[src/rtl/trc_pkg.sv]
package trc_pkg;
  typedef enum logic [3:0] {
    RA_IDENT  = 4'd0,
    RA_DEPTH  = 4'd1,
    RA_WIDTH  = 4'd2,
    RA_STATUS = 4'd3,
    RA_DATA   = 4'd4,
    RA_RPTR   = 4'd5,
    RA_WPTR   = 4'd6,
    RA_TCOUNT = 4'd7,
    RA_CTRL   = 4'd8
  } trc_reg_e;

  localparam int STAT_WRAP  = 0;
  localparam int STAT_TRIG  = 1;
  localparam int STAT_DONE  = 2;
  localparam int STAT_EMPTY = 3;
endpackage

[src/rtl/trc_pipe.sv]
module trc_pipe #(
  parameter int DW     = 32,
  parameter int STAGES = 2
) (
  input  logic          clk,
  input  logic          rst,
  input  logic          in_valid,
  input  logic [DW-1:0] in_data,
  output logic          out_valid,
  output logic [DW-1:0] out_data,
  output logic          empty
);
  logic [STAGES-1:0] vld;
  logic [DW-1:0]     dat [STAGES];

  always_ff @(posedge clk) begin
    if (rst) vld[0] <= 1'b0;
    else     vld[0] <= in_valid;
    dat[0] <= in_data;
  end

  generate
    for (genvar s = 1; s < STAGES; s++) begin : g_stage
      always_ff @(posedge clk) begin
        if (rst) vld[s] <= 1'b0;
        else     vld[s] <= vld[s-1];
        dat[s] <= dat[s-1];
      end
    end
  endgenerate

  assign out_valid = vld[STAGES-1];
  assign out_data  = dat[STAGES-1];
  assign empty     = (vld == '0);
endmodule

[src/rtl/trc_ram.sv]
module trc_ram #(
  parameter int DW    = 32,
  parameter int DEPTH = 64,
  localparam int AW   = $clog2(DEPTH)
) (
  input  logic          clk,
  input  logic          we,
  input  logic [AW-1:0] waddr,
  input  logic [DW-1:0] wdata,
  input  logic          re,
  input  logic [AW-1:0] raddr,
  output logic [DW-1:0] q
);
  logic [DW-1:0] mem [DEPTH];

  always_ff @(posedge clk) begin
    if (we) mem[waddr] <= wdata;
  end

  always_ff @(posedge clk) begin
    if (re) q <= mem[raddr];
  end
endmodule

[src/rtl/trace_ring_buffer.sv]
module trace_ring_buffer
  import trc_pkg::*;
#(
  parameter int          DEPTH    = 64,
  parameter int          STAGES   = 2,
  parameter logic [31:0] ID_VALUE = 32'h7C0B_0001
) (
  input  logic        clk,
  input  logic        rst,
  input  logic        trc_valid,
  input  logic [31:0] trc_data,
  input  logic        trc_trigger,
  input  logic        reg_wr,
  input  logic        reg_rd,
  input  logic [3:0]  reg_addr,
  input  logic [31:0] reg_wdata,
  output logic [31:0] reg_rdata
);
  localparam int DW = 32;
  localparam int AW = $clog2(DEPTH);

  logic          en, demux, trig_f, done_f, full_f;
  logic [AW-1:0] wp, rp;
  logic [31:0]   cnt;
  logic          halt, accept;
  logic          pv, empty;
  logic [DW-1:0] pd, ram_q;
  logic          rd_data, rsel_q;
  logic [31:0]   rval_q, status;

  logic wr_wp, wr_rp, wr_cnt, wr_ctl;
  assign wr_wp  = reg_wr && (reg_addr == RA_WPTR);
  assign wr_rp  = reg_wr && (reg_addr == RA_RPTR);
  assign wr_cnt = reg_wr && (reg_addr == RA_TCOUNT);
  assign wr_ctl = reg_wr && (reg_addr == RA_CTRL);
  assign rd_data = reg_rd && (reg_addr == RA_DATA);

  // countdown exhausted after trigger: no more words enter
  assign halt   = trig_f && (cnt == 32'd0);
  assign accept = en && trc_valid && !done_f && !halt;

  trc_pipe #(.DW(DW), .STAGES(STAGES)) u_pipe (
    .clk      (clk),
    .rst      (rst),
    .in_valid (accept),
    .in_data  (trc_data),
    .out_valid(pv),
    .out_data (pd),
    .empty    (empty)
  );

  trc_ram #(.DW(DW), .DEPTH(DEPTH)) u_ram (
    .clk  (clk),
    .we   (pv),
    .waddr(wp),
    .wdata(pd),
    .re   (rd_data),
    .raddr(rp),
    .q    (ram_q)
  );

  always_ff @(posedge clk) begin
    if (rst) begin
      wp     <= '0;
      full_f <= 1'b0;
    end else if (wr_wp) begin
      wp     <= reg_wdata[AW-1:0];
      full_f <= 1'b0;
    end else if (pv) begin
      wp <= wp + AW'(1);
      if (wp == AW'(DEPTH - 1)) full_f <= 1'b1;
    end
  end

  always_ff @(posedge clk) begin
    if (rst)          rp <= '0;
    else if (wr_rp)   rp <= reg_wdata[AW-1:0];
    else if (rd_data) rp <= rp + AW'(1);
  end

  always_ff @(posedge clk) begin
    if (rst)                   cnt <= '0;
    else if (wr_cnt)           cnt <= reg_wdata;
    else if (accept && trig_f) cnt <= cnt - 32'd1;
  end

  always_ff @(posedge clk) begin
    if (rst) begin
      en     <= 1'b0;
      demux  <= 1'b0;
      trig_f <= 1'b0;
      done_f <= 1'b0;
    end else if (wr_ctl) begin
      en    <= reg_wdata[0];
      demux <= reg_wdata[1];
      if (reg_wdata[0]) begin
        trig_f <= 1'b0;
        done_f <= 1'b0;
      end
    end else begin
      if (en && trc_trigger) trig_f <= 1'b1;
      if (halt && !done_f) begin
        done_f <= 1'b1;
        en     <= 1'b0;
      end
    end
  end

  always_comb begin
    status = '0;
    status[STAT_WRAP]  = full_f;
    status[STAT_TRIG]  = trig_f;
    status[STAT_DONE]  = done_f;
    status[STAT_EMPTY] = empty;
  end

  always_ff @(posedge clk) begin
    if (rst) begin
      rsel_q <= 1'b0;
      rval_q <= '0;
    end else begin
      rsel_q <= rd_data;
      if (reg_rd) begin
        case (reg_addr)
          RA_IDENT:  rval_q <= ID_VALUE;
          RA_DEPTH:  rval_q <= 32'(DEPTH);
          RA_WIDTH:  rval_q <= 32'(DW);
          RA_STATUS: rval_q <= status;
          RA_RPTR:   rval_q <= 32'(rp);
          RA_WPTR:   rval_q <= 32'(wp);
          RA_TCOUNT: rval_q <= cnt;
          RA_CTRL:   rval_q <= {30'd0, demux, en};
          default:   rval_q <= '0;
        endcase
      end
    end
  end

  assign reg_rdata = rsel_q ? 32'(ram_q) : rval_q;
endmodule

[config.mk]
export PLATFORM = sky130hd
export DESIGN_NAME = trace_ring_buffer
export DESIGN_NICKNAME = d
export VERILOG_FILES = /design/src/rtl/trc_pkg.sv /design/src/rtl/trc_pipe.sv /design/src/rtl/trc_ram.sv /design/src/rtl/trace_ring_buffer.sv
export SDC_FILE = /design/constraint.sdc
export NUM_CORES = 2
export LEC_CHECK = 0
export ABC_AREA = 0
export CAP_MARGIN = 20
export CORE_AREA = 5 5 505 457
export DETAILED_ROUTE_END_ITERATION = 8
export DIE_AREA = 0 0 510 462
export SLEW_MARGIN = 20
export SYNTH_ARGS = -nofsm -noshare
export SYNTH_HDL_FRONTEND = slang
export SYNTH_HIERARCHICAL = 1
export SYNTH_SLANG_ARGS = --single-unit
[constraint.sdc]
create_clock -name clk -period 11 [get_ports clk]
set_input_delay 2.75 -clock clk [delete_from_list [all_inputs] [get_ports clk]]
set_output_delay 2.75 -clock clk [all_outputs]
set_load 0.02 [all_outputs]
Word-level counts from Yosys, hierarchy flattened
Memory sizes are Yosys's and may differ from the RTL's. A register that Yosys moved wholly into a read port is not among the register bits.
Index checks and enable logic that the tools add are counted.
- $add $sub $neg: 3
- equal/unequal tests: 10
- multiplexer cells: 17
- reduce and logical (&&, ||, !) cells: 26
- operators with widths (operator ; number):
    $pmux 32 s8 ; 1
    $mux 32 ; 3
    $logic_not 32->1 ; 1
    $sub 32x1->32 const B ; 1
    $mux 6 ; 4
    $eq 4x3->1 const B ; 4
    $add 6x1->6 const B ; 2
    $logic_and 1x1->1 ; 12
    $reduce_bool 2->1 ; 5
    $mux 1 ; 9
    $eq 4x2->1 const B ; 2
    $eq 6x6->1 const B ; 1
    $reduce_and 2->1 ; 3
    $eq 4x1->1 const B ; 1
    $eq 4x4->1 const B ; 1
    $logic_not 4->1 ; 1
    $logic_not 1->1 ; 2
    $logic_not 2->1 ; 1
    $ne 2x2->1 const B ; 1
    $reduce_or 2->1 ; 1
- register bits after elaboration: 84
- memory bits (writable): 2112
- input bits: 74
- output and inout bits: 32
- logic and storage cells: 70
- memories: 2
- memories (name ; depth ; bits a word ; rd ports ; clocked after Yosys merged registers in ; write ports ; line ; source):
    u_ram.mem ; 64 ; 32 ; 1 ; 1 ; 1 ; trc_ram.sv:14 ; logic [DW-1:0] mem [DEPTH];
    u_pipe.dat ; 2 ; 32 ; 2 ; 0 ; 2 ; trc_pipe.sv:14 ; logic [DW-1:0] dat [STAGES];

Depth between registers and ports, before layout
- word-level depth: 7
- mapped depth: 10
- depth with buffers taken out: 7

Modules after synthesis
The synthesis kept the hierarchy.
- modules (own cells, without submodules) (module ; times used ; cells an instance ; area each (um2) ; seq. area each (um2)):
    trc_ram ; 1 ; 3324 ; 78835.6 ; 62459.9
    trace_ring_buffer ; 1 ; 552 ; 4660.7 ; 1641.6
    trc_pipe ; 1 ; 101 ; 1580.3 ; 1321.3

Worst setup path before layout
Ideal clock, no wire load.
- path kind: in2reg
- start: input reg_addr[2]
- end: register rp[5]
- library setup time: 0.086 ns
- arrival: 4.609 ns
- required time: 10.914 ns
- path slack: 6.306 ns
- cell stages on the path: 7
- buffers on the path: 1
- cells stage by stage: nor2b_1 clkbuf_1 nand3_1 inv_1 nand4_1 xor2_1 a211oi_1
- longest elaborated chain between the ends: 3
- elaborated cells between the ends (all ways): 6
- classes of those cells: eq/ne: 2; mux: 1; reduce/logical: 3
- ends and longest elaborated chain (what ; line ; source):
    from (decl) ; trace_ring_buffer.sv:15 ; input logic [3:0] reg_addr,
    $eq 4x3->1 ; trace_ring_buffer.sv:36 ; assign rd_data = reg_rd && (reg_addr == RA_DATA);
    $logic_and 1x1->1 ; trace_ring_buffer.sv:36 ;
    net rd_data ; trace_ring_buffer.sv:28 ; logic rd_data, rsel_q;
    $reduce_bool 2->1 (no source line) ; n/a ;
    to (signal assigned) ; trace_ring_buffer.sv:77 ; else if (wr_rp) rp <= reg_wdata[AW-1:0];
    to (signal assigned) ; trace_ring_buffer.sv:78 ; else if (rd_data) rp <= rp + AW'(1);
    to (decl) ; trace_ring_buffer.sv:23 ; logic [AW-1:0] wp, rp;
The timed path passes the listed nets, and every way through them passes these cells.
A chain may end at the register's enable or synchronous reset.

Worst setup path after layout
- start: register rsel_q
- end: output reg_rdata[5]
- longest elaborated chain between the ends: 1
- ends and longest elaborated chain (what ; line ; source):
    from (decl) ; trace_ring_buffer.sv:28 ;
    from (signal assigned) ; trace_ring_buffer.sv:122 ; rsel_q <= rd_data;
    $mux 32 ; trace_ring_buffer.sv:139 ; assign reg_rdata = rsel_q ? 32'(ram_q) : rval_q;
    to (decl) ; trace_ring_buffer.sv:17 ; output logic [31:0] reg_rdata
Every way passes these cells.

==> metrics.txt <==
crit start category=flip-flop; first-pass GRT wire length=310000 um; switching power share of the total=20.6%; fmax=179 MHz; Mapped Nets=4054; post-DR wirelength/cell=29.6 um; Layout area overhead=14.2%; TritonCTS clock tree=yes; post-synthesis adder-cell area fraction=0.0441%; CTS Buf Count=212; fin crit share=50.8%; die width=510 um; part of the power in combinational logic=2.7%; Critical Path Sink=reg_rdata[5]; crit path launch=rsel_q; simple-gate portion of the synthesized area=2.59%; top-count cell post-synth=edfxtp_1; full die area=0.236 mm^2; Worst Tran Pin Value=1120 ps; Post-Route Setup TNS=0 ps; Skew-Pair Late Insertion Delay=830 ps; Commonest cells post-synth=edfxtp_1, mux4_2, nor2_1; R2R Setup Slk=6410 ps; Detailed Place HPWL=116000 um; GRT Total Usage=18.4%; pin count of the biggest net entering global routing=125; Seq/Total Area, Yosys=76.9%; Crit path max-delay family=buffers and inverters; share of post-route cells with drive strength above 1=26.4%; Worst path depth=3; Worst Setup End Kind=primary output; DRC violations left=0; worst-path maximum fanout=22; placer congestion estimate=0.841; Routed Wire Length=219000 um; Synth area leader=edfxtp_1; Max rail drop VDD=153 uV; nets=4257; Async SR Flop Fraction=0%; clock network power share=42.5%; CP bufs+invs=2; pre-CTS WS=5320 ps; vias in the first global route=41300; final worst slack=5420 ps; status=finished clean; initial antenna violation count=8; CORE AREA=0.226 mm^2; Final min period=5580 ps; hold buffer count at CTS=0; EDFF count, synth=2080; clock-pin slew on the worst setup and hold paths=60 ps; die height=462 um; mux share of post-synthesis cell area=16.0%; Worst EP arrival=2830 ps; Fill cells=19300; IO Count=106; critical path required time=8250 ps; reg2reg start=rp[0]; FF-to-FF path depth=6; PostCTS Resize Cnt=0; Reg area=0.0655 mm^2; synthesized area=0.0851 mm^2; gr ovfl total=0; Seq cells post-synth=2228; library cell used as clock root buffer=clkbuf_16; syn_area_per_cell=21.4 um^2; 1st-iter DRT viols=5111; top cells by area, synth=edfxtp_1, mux4_2, dfxtp_1; largest family of logic cells by synthesized area=multiplexers; Vias/cell=5.62; Hold WC Path Type=reg2reg; Fin Clk Skew=45.3 ps; DRT antenna net count=0; setup repair bufs after CTS=0; Vias=41500; P_leak=0.0290 uW; Initial Util=37.7%; H-tree levels=4; critical path type=reg2out; Final Hold Fails=0; Max Cap Viol=0; CTS sink cnt=2228; Post-Syn Instances=3977; CP peak stage delay=670 ps; top cell type's share of synthesized area=73.4%; area of the multi-input gates=0.0188 mm^2; Slew HR=25.4%; Reg power frac=54.7%; synth warn=6; FF-to-FF End=u_ram/q[31]; Post-synth top flop=edfxtp_1; Final Setup Violations=0; post-synthesis compound-gate area fraction=2.81%; PwrDens=175 mW/mm^2; Port Buffer Count=105; RSZ-0062 raised after global routing=false; Synth Area in XOR/XNOR=0.0721%; Int Pwr=13500 uW; crit path cell chain=buf_4, mux2_2, clkdlybuf4s50_1; clock buffer depth=3; final count of pins violating max slew=0; Synth cell types=69; slowest stage cell, crit path=dfxtp_1; Std-Cell Rows=166; drt first pass iters=9; Switch Pwr=3490 uW
worst min path at each step:
stage                                 start           endpoint  slack [ps]  depth (start not counted)
after floorplan            u_pipe/dat[0][0]  u_pipe/dat[0][32]         310                          0
after global placement     u_pipe/dat[0][6]  u_pipe/dat[0][38]         310                          0
after detailed placement  u_pipe/dat[0][19]  u_pipe/dat[0][51]         310                          0
after CTS                 u_pipe/dat[0][12]  u_pipe/dat[0][44]         300                          0
after global routing      u_pipe/dat[0][12]  u_pipe/dat[0][44]         300                          0
final                     u_pipe/dat[0][12]  u_pipe/dat[0][44]         300                          0
area by class of cell:
class | count | area share (%)
Antenna cell | 2 | 0.00515
Clock buffer | 270 | 5.87
Clock inverter | 129 | 1.23
Inverter | 12 | 0.0464
Multi-Input combinational cell | 1480 | 19.3
Sequential cell | 2228 | 67.4
Tap cell | 3024 | 3.89
Timing Repair Buffer | 246 | 2.22
cells in the final DEF (no fill, tap or decap), types with 11 or more instances in the layout:
cell type,count
edfxtp_1,2080
mux4_2,544
clkbuf_16,215
nor2_1,165
buf_4,137
dfxtp_1,112
clkdlybuf4s50_1,104
mux2i_1,99
o22ai_1,86
a21oi_1,73
nor2_4,62
clkinv_2,48
nand2_1,47
a22oi_1,43
clkbuf_1,43
clkinv_1,40
mux2_2,33
dfxtp_2,32
a311oi_1,31
o221ai_1,27
nor2b_1,21
nand3_1,19
nor3_1,18
o31ai_1,18
or4_1,17
bufinv_16,16
a211oi_1,15
o21ai_0,14
nor4_1,13
inv_1,12
nand2b_1,12
clkbuf_8,12
or3_1,11
logic make-up after synthesis:
logic type,count (synthesis)
buf+inv,269
mux,676
compound gates,347
flops,2228
xor+xnor,7
simple gates,447
fa+ha+maj,3
routing by layer:
layer,routed length (um),global-route usage [%],vias to the layer above
met5,7,0,-
met4,4590,4.34,2
met3,23100,5.36,256
met2,99000,27.5,1841
met1,91900,26.8,22300
li1,-,-,17100
flip-flops by register name, summed over array words and instances (netlist names), 6 cells and up:
register / flops
cnt: 32
rp: 6
rval_q: 32
u_pipe/dat: 64
u_ram/mem: 2048
u_ram/q: 32
wp: 6
per-stage QoR:
step                      total power, uW  util, %  hold slack (ps)  cell area, um^2  instances
after floorplan                      9730        -              310            85100       3977
after global routing                17500     43.1              303            97200       7390
final                               17000     43.1              298            97200       7391
after CTS                           17100     43.1              299            97200       7389
after global placement               9930     40.0              313            90300       6990
after detailed placement             9940     40.0              312            90300       6990
worst reg2reg max path, delay by kind of cell, from the launching register on:
| family | cells | cell delay [ps] |
|---|---|---|
| compound gates | 1 | 660 |
| buf+inv | 2 | 1370 |
| flops | 1 | 860 |
| mux | 2 | 1170 |
| simple gates | 1 | 230 |
power groups by stage:
stage               Sequential, uW  Clock, uW  Combinational [uW]
floorplan                     9460          0                 271
finish                        9290       7220                 463
CTS                           9290       7380                 464
global route                  9290       7770                 494
detailed placement            9470          0                 464
global placement              9470          0                 453
(Power assumes the default switching activity.)
